===== src/rtl/ustb_pkg.sv =====
package ustb_pkg;
    // Register byte offsets; software decodes these, so they are fixed.
    localparam logic [7:0] OFS_COUNT  = 8'h10;
    localparam logic [7:0] OFS_RATIO  = 8'h14;
    localparam logic [7:0] OFS_FREEZE = 8'h4c;

    // Width of one ratio field (clocks-per-period or ticks-per-period, n+1 coded).
    localparam int unsigned RATIO_FIELD_W = 8;
endpackage


===== src/rtl/ustb_ratio_acc.sv =====
module ustb_ratio_acc #(
    parameter int unsigned FIELD_W = 8
) (
    input  logic               clk,
    input  logic               rst_n,
    input  logic               restart_i,
    input  logic [FIELD_W-1:0] clk_field_i,
    input  logic [FIELD_W-1:0] tick_field_i,
    output logic               tick_o
);
    localparam int unsigned SUM_W = FIELD_W + 2;

    typedef struct packed {
        logic [SUM_W-1:0] phase;
        logic             tick;
    } acc_st_t;

    acc_st_t          st_d, st_q;
    logic [SUM_W-1:0] modulus, step, sum;

    always_comb begin
        modulus = SUM_W'(clk_field_i) + SUM_W'(1);
        step    = SUM_W'(tick_field_i) + SUM_W'(1);
        sum     = st_q.phase + step;
        st_d    = st_q;
        if (restart_i) begin
            st_d.phase = '0;
            st_d.tick  = 1'b0;
        end else if (step >= modulus) begin
            st_d.phase = '0;
            st_d.tick  = 1'b1;
        end else if (sum >= modulus) begin
            st_d.phase = sum - modulus;
            st_d.tick  = 1'b1;
        end else begin
            st_d.phase = sum;
            st_d.tick  = 1'b0;
        end
    end

    always_ff @(posedge clk) begin
        if (!rst_n) begin
            st_q <= '0;
        end else begin
            st_q <= st_d;
        end
    end

    assign tick_o = st_q.tick;

    p_phase_bound_r3: assert property (@(posedge clk) disable iff (!rst_n)
        st_q.phase < modulus);
    p_restart_quiet_r5: assert property (@(posedge clk) disable iff (!rst_n)
        restart_i |=> (!tick_o && st_q.phase == '0));
    p_saturate_r4: assert property (@(posedge clk) disable iff (!rst_n)
        (!restart_i && tick_field_i >= clk_field_i) |=> tick_o);
endmodule


===== src/rtl/ustb_counter.sv =====
module ustb_counter #(
    parameter int unsigned CNT_W = 32
) (
    input  logic             clk,
    input  logic             rst_n,
    input  logic             tick_i,
    input  logic             hold_i,
    output logic [CNT_W-1:0] count_o
);
    typedef struct packed {
        logic [CNT_W-1:0] value;
    } cnt_st_t;

    cnt_st_t st_d, st_q;

    always_comb begin
        st_d = st_q;
        if (tick_i && !hold_i) begin
            st_d.value = st_q.value + CNT_W'(1);
        end
    end

    always_ff @(posedge clk) begin
        if (!rst_n) begin
            st_q <= '0;
        end else begin
            st_q <= st_d;
        end
    end

    assign count_o = st_q.value;

    p_hold_stable_r7: assert property (@(posedge clk) disable iff (!rst_n)
        hold_i |=> $stable(count_o));
    p_step_one_r6: assert property (@(posedge clk) disable iff (!rst_n)
        (tick_i && !hold_i) |=> (count_o == $past(count_o) + CNT_W'(1)));
    p_idle_stable_r6: assert property (@(posedge clk) disable iff (!rst_n)
        !tick_i |=> $stable(count_o));
endmodule


===== src/rtl/ustb_regfile.sv =====
module ustb_regfile
    import ustb_pkg::*;
#(
    parameter int unsigned          FIELD_W   = RATIO_FIELD_W,
    parameter int unsigned          ADDR_W    = 8,
    parameter int unsigned          DATA_W    = 32,
    parameter logic [2*FIELD_W-1:0] RATIO_RST = 16'h000b
) (
    input  logic                 clk,
    input  logic                 rst_n,
    input  logic                 wr_en,
    input  logic [ADDR_W-1:0]    addr,
    input  logic [DATA_W-1:0]    wdata,
    output logic [2*FIELD_W-1:0] ratio_o,
    output logic                 freeze_o,
    output logic                 ratio_wr_o
);
    localparam int unsigned RATIO_W = 2 * FIELD_W;

    typedef struct packed {
        logic [RATIO_W-1:0] ratio;
        logic               freeze;
    } reg_st_t;

    reg_st_t st_d, st_q;
    logic    hit_ratio, hit_freeze;

    always_comb begin
        hit_ratio  = wr_en && (addr == ADDR_W'(OFS_RATIO));
        hit_freeze = wr_en && (addr == ADDR_W'(OFS_FREEZE));
        st_d       = st_q;
        if (hit_ratio) begin
            st_d.ratio = wdata[RATIO_W-1:0];
        end
        if (hit_freeze) begin
            st_d.freeze = wdata[0];
        end
    end

    always_ff @(posedge clk) begin
        if (!rst_n) begin
            st_q.ratio  <= RATIO_RST;
            st_q.freeze <= 1'b0;
        end else begin
            st_q <= st_d;
        end
    end

    assign ratio_o    = st_q.ratio;
    assign freeze_o   = st_q.freeze;
    assign ratio_wr_o = hit_ratio;

    p_ratio_write_r2: assert property (@(posedge clk) disable iff (!rst_n)
        (wr_en && addr == ADDR_W'(OFS_RATIO)) |=> (ratio_o == $past(wdata[RATIO_W-1:0])));
    p_freeze_write_r7: assert property (@(posedge clk) disable iff (!rst_n)
        (wr_en && addr == ADDR_W'(OFS_FREEZE)) |=> (freeze_o == $past(wdata[0])));
endmodule


===== src/rtl/ustb_timebase.sv =====
module ustb_timebase
    import ustb_pkg::*;
#(
    parameter int unsigned          FIELD_W   = RATIO_FIELD_W,
    parameter int unsigned          CNT_W     = 32,
    parameter int unsigned          ADDR_W    = 8,
    parameter int unsigned          DATA_W    = 32,
    parameter logic [2*FIELD_W-1:0] RATIO_RST = 16'h000b
) (
    input  logic              clk,
    input  logic              rst_n,
    input  logic              wr_en,
    input  logic [ADDR_W-1:0] addr,
    input  logic [DATA_W-1:0] wdata,
    output logic [DATA_W-1:0] rdata,
    output logic              tick_o,
    output logic [CNT_W-1:0]  count_o
);
    localparam int unsigned RATIO_W = 2 * FIELD_W;

    logic [RATIO_W-1:0] ratio;
    logic               freeze;
    logic               ratio_wr;
    logic               tick;
    logic [CNT_W-1:0]   count;

    ustb_regfile #(
        .FIELD_W  (FIELD_W),
        .ADDR_W   (ADDR_W),
        .DATA_W   (DATA_W),
        .RATIO_RST(RATIO_RST)
    ) u_regs (
        .clk       (clk),
        .rst_n     (rst_n),
        .wr_en     (wr_en),
        .addr      (addr),
        .wdata     (wdata),
        .ratio_o   (ratio),
        .freeze_o  (freeze),
        .ratio_wr_o(ratio_wr)
    );

    ustb_ratio_acc #(
        .FIELD_W(FIELD_W)
    ) u_acc (
        .clk         (clk),
        .rst_n       (rst_n),
        .restart_i   (ratio_wr),
        .clk_field_i (ratio[FIELD_W-1:0]),
        .tick_field_i(ratio[RATIO_W-1:FIELD_W]),
        .tick_o      (tick)
    );

    ustb_counter #(
        .CNT_W(CNT_W)
    ) u_cnt (
        .clk    (clk),
        .rst_n  (rst_n),
        .tick_i (tick),
        .hold_i (freeze),
        .count_o(count)
    );

    always_comb begin
        rdata = '0;
        if (addr == ADDR_W'(OFS_COUNT)) begin
            rdata = DATA_W'(count);
        end else if (addr == ADDR_W'(OFS_RATIO)) begin
            rdata = DATA_W'(ratio);
        end else if (addr == ADDR_W'(OFS_FREEZE)) begin
            rdata = DATA_W'(freeze);
        end
    end

    assign tick_o  = tick;
    assign count_o = count;

    p_unmapped_zero_r8: assert property (@(posedge clk) disable iff (!rst_n)
        (addr != ADDR_W'(OFS_COUNT) && addr != ADDR_W'(OFS_RATIO) &&
         addr != ADDR_W'(OFS_FREEZE)) |-> (rdata == '0));
    p_count_read_r6: assert property (@(posedge clk) disable iff (!rst_n)
        (addr == ADDR_W'(OFS_COUNT)) |-> (rdata == DATA_W'(count_o)));
endmodule


===== config.mk =====
export PLATFORM = sky130hd
export DESIGN_NAME = ustb_timebase
export DESIGN_NICKNAME = d
export VERILOG_FILES = /design/src/rtl/ustb_pkg.sv /design/src/rtl/ustb_ratio_acc.sv /design/src/rtl/ustb_counter.sv /design/src/rtl/ustb_regfile.sv /design/src/rtl/ustb_timebase.sv
export SDC_FILE = /design/constraint.sdc
export NUM_CORES = 1
export LEC_CHECK = 0
export BUFFER_PORTS_ARGS = -buffer_cell sky130_fd_sc_hd__clkbuf_2
export CAP_MARGIN = 20
export CORE_MARGIN = 2
export CORE_UTILIZATION = 49
export DETAILED_ROUTE_END_ITERATION = 10
export GPL_ROUTABILITY_DRIVEN = 1
export PLACE_DENSITY = 0.79
export RECOVER_POWER = 100
export REMOVE_ABC_BUFFERS = 1
export SLEW_MARGIN = 20
export SYNTH_ARGS = -nofsm -noshare
export SYNTH_HDL_FRONTEND = slang
export SYNTH_SLANG_ARGS = --single-unit

===== constraint.sdc =====
create_clock -name clk -period 9 [get_ports clk]
set_input_delay 1.35 -clock clk [delete_from_list [all_inputs] [get_ports clk]]
set_output_delay 1.35 -clock clk [all_outputs]
set_load 0.03 [all_outputs]

==> flow_summary.toml <==
[detailed_routing]
wl_per_cell_microns = 14.5
drcViolationCount = 0
drtIter0Drc = 176
first_pass_iters = 5
ant_nets = 0
num_vias = 3877
via_per_inst = 5.55
wl_microns = 10100

[setup_path]
reg2reg_to = "u_acc.st_q[10]"
critical_path_class = "primary input to primary output"
cp.arrival_ns = 3.98
cp.required_ns = 7.65
end_kind = "primary output"
reg2reg_slack_ns = 4.69
rr_worst_depth = 16
critPathMaxFanout = 18
r2r-start = "u_regs.ratio_o[8]"
startpoint_type = "primary input"

[placement]
dp.cells = 684
hpwl_microns = 7640
port_buffers = 91
post_dp_cell_area_sq_um = 4700
place_congestion = 0.918

[yosys]
synth_edf_count = 0
seq_area_frac_synth = 0.288
synth_area_sq_um = 4180
synth-async-reset-ratio = 0
ys_seq_elements = 60
syn_inst = 502
synth_ff_type = "dfxtp_1"
syn_avg_cell_area_sq_um = 8.32
synth.distinct_cells = 56
ys_warn_count = 0

[pwr]
power_leakage_nw = 2.00
vdd_drop_max_v = 0.000110
power_density_nw_per_um2 = 181

[sta]
worst_pin_slew_ns = 1.82
slew_headroom = -0.211
setup_viol = 0
fmax_mhz = 188
skew_ns = 0.00955
min_period_over_period = 0.592
finalMaxSlewViolations = 51
final-hold-violation-count = 0
setup_tns_ns = 0
hold_slack_ns = 0.529
rsz0062_at_grt = "no"
fin_crit_ns = 5.33

[clock_network]
postCtsSetupBuffers = 0
cts_tree = "yes"
ctsLongestPathBuffers = 2
cts_sinks = 60
cts_buffers = 9
root_buffer = "clkbuf_8"
clk_pin_slew_ns = 0.06
cts_resized = 0
holdBufCountCts = 0
htreeDepth = 3
worstSkewPairLatency_ns = 0.34

[floorplan]
chipHeight_microns = 96.3
die_w_microns = 96.3
rows = 33
coreArea_sq_um = 8260
ios = 108
start_util = 0.506
die_area_sq_um = 9280

[outcome]
violations = "capacitance limit, slew limit"
status = "complete, but fails checks"

[worst_hold_path]
holdPathEnd = "u_regs.ratio_o[15]"
hp-class = "flip-flop to flip-flop"
min_from = "u_regs.ratio_o[15]"
holdPathStages = 2

[flow_run]
maxCapViolations = 1

[cells_and_area]
fin_util = 0.584
syn2layout_area_growth_pct = 15.5
fin_area_sq_um = 4820
fin_nets = 666
layout-drive-gt1-share = 0.113
diodes = 0
layout.cells.non_filler = 699
nFillCells = 795

[grt]
antenna_found_initial = 0
grt_max_degree = 51
overflow = 0
grt_pass1_vias = 3672
grt_pass1_wl_microns = 17000
grt_usage = 0.234
-- worst max-delay path, cell delays in order --
cell      delay, ns
clkbuf_2       0.07
or4_1          0.53
or4b_1         0.48
clkbuf_1       0.36
nor2_1         0.72
and2_0         0.24
clkbuf_2       0.21
-- state kept, by name (all words and copies together), names as in the netlist --
signal and count:
u_acc.st_q 10, u_acc.tick_o 1, u_cnt.count_o 32, u_regs.freeze_o 1
u_regs.ratio_o 16
-- where the power goes --
part / switching [mW] / total [mW] / leakage, nW / internal, mW
registers: 0.0146 / 0.304 / 0.486 / 0.289
logic: 0.183 / 0.328 / 1.42 / 0.145
clock network: 0.107 / 0.239 / 0.0979 / 0.132
total: 0.305 / 0.872 / 2.00 / 0.567
-- cell type report --
type	instances	area [sq um]	area share
clock buffer	10	138	0.0285
clock inverter	5	52.6	0.0109
inverter	15	56.3	0.0117
multi-input combinational	412	2850	0.591
sequential	60	1200	0.249
tap	105	131	0.0272
timing repair buffer	92	397	0.0822
-- logic make-up after synthesis --
kind of cell    share of synthesized area
simple gates                        0.279
compound gates                      0.128
flops                               0.288
xor+xnor                            0.119
fa+ha+maj                           0.102
buf+inv                            0.0305
mux                                0.0542
-- synthesized netlist by cell type, drive strengths merged (2+ instances only) --
library cell | n | area [sq um]
mux2 | 2 | 26.3
or3 | 10 | 62.6
nor3b | 2 | 26.3
a21oi | 21 | 105
nand3 | 19 | 108
xnor2 | 34 | 298
buf | 7 | 41.3
and3 | 10 | 62.6
fa | 2 | 40.0
inv | 15 | 56.3
and2 | 45 | 282
nand4 | 11 | 68.8
o21ai | 16 | 80.1
o21a | 2 | 15.0
nand4b | 2 | 17.5
a211oi | 4 | 30.0
nor3 | 5 | 25.0
nand2b | 2 | 12.5
a21o | 4 | 31.3
ha | 31 | 388
nor2 | 34 | 128
a21boi | 19 | 143
o221ai | 2 | 17.5
and4 | 4 | 37.5
clkbuf | 8 | 30.0
nor2b | 6 | 37.5
o211ai | 5 | 37.5
dfxtp | 60 | 1200
nand2 | 64 | 243
or2 | 2 | 12.5
xor2 | 20 | 175
mux2i | 20 | 200
-- layout by cell type (no fill, tap or decap), drive strengths merged, types with 5 or more instances in the layout --
| master | netlist | routed |
|---|---|---|
| clkbuf | 8 | 102 |
| nand2 | 64 | 64 |
| dfxtp | 60 | 60 |
| and2 | 45 | 45 |
| xnor2 | 34 | 34 |
| nor2 | 34 | 34 |
| ha | 31 | 31 |
| a21oi | 21 | 21 |
| xor2 | 20 | 20 |
| mux2i | 20 | 20 |
| a21boi | 19 | 19 |
| nand3 | 19 | 19 |
| o21ai | 16 | 16 |
| inv | 15 | 15 |
| nand4 | 11 | 11 |
| and3 | 10 | 10 |
| or3 | 10 | 10 |
| nor2b | 6 | 6 |
| nor3 | 5 | 5 |
| o211ai | 5 | 5 |
-- worst max path at each step --
stage | start | endpoint | slack [ns] | cells past startpoint
detailed placement | addr[1] | rdata[30] | 3.94 | 7
finish | addr[1] | rdata[30] | 3.67 | 7
global route | addr[1] | rdata[20] | 3.45 | 7
CTS | addr[1] | rdata[31] | 3.95 | 7
global placement | addr[1] | rdata[31] | 4.04 | 7
floorplan | addr[1] | rdata[16] | 4.26 | 4
-- routing by layer --
layer / track usage / wire length [microns]
met5: 0 / 0
met4: 0.0857 / 146
met3: 0.0392 / 560
met2: 0.380 / 4870
met1: 0.311 / 4540
-- through the flow --
stage          power, mW  setup WS [ns]
4_1_cts            0.874           3.95
6_report           0.872           3.67
2_1_floorplan      0.564           4.26
3_5_place_dp       0.635           3.94
3_3_place_gp       0.625           4.04
5_1_grt            0.930           3.45
(Power assumes the default switching activity.)
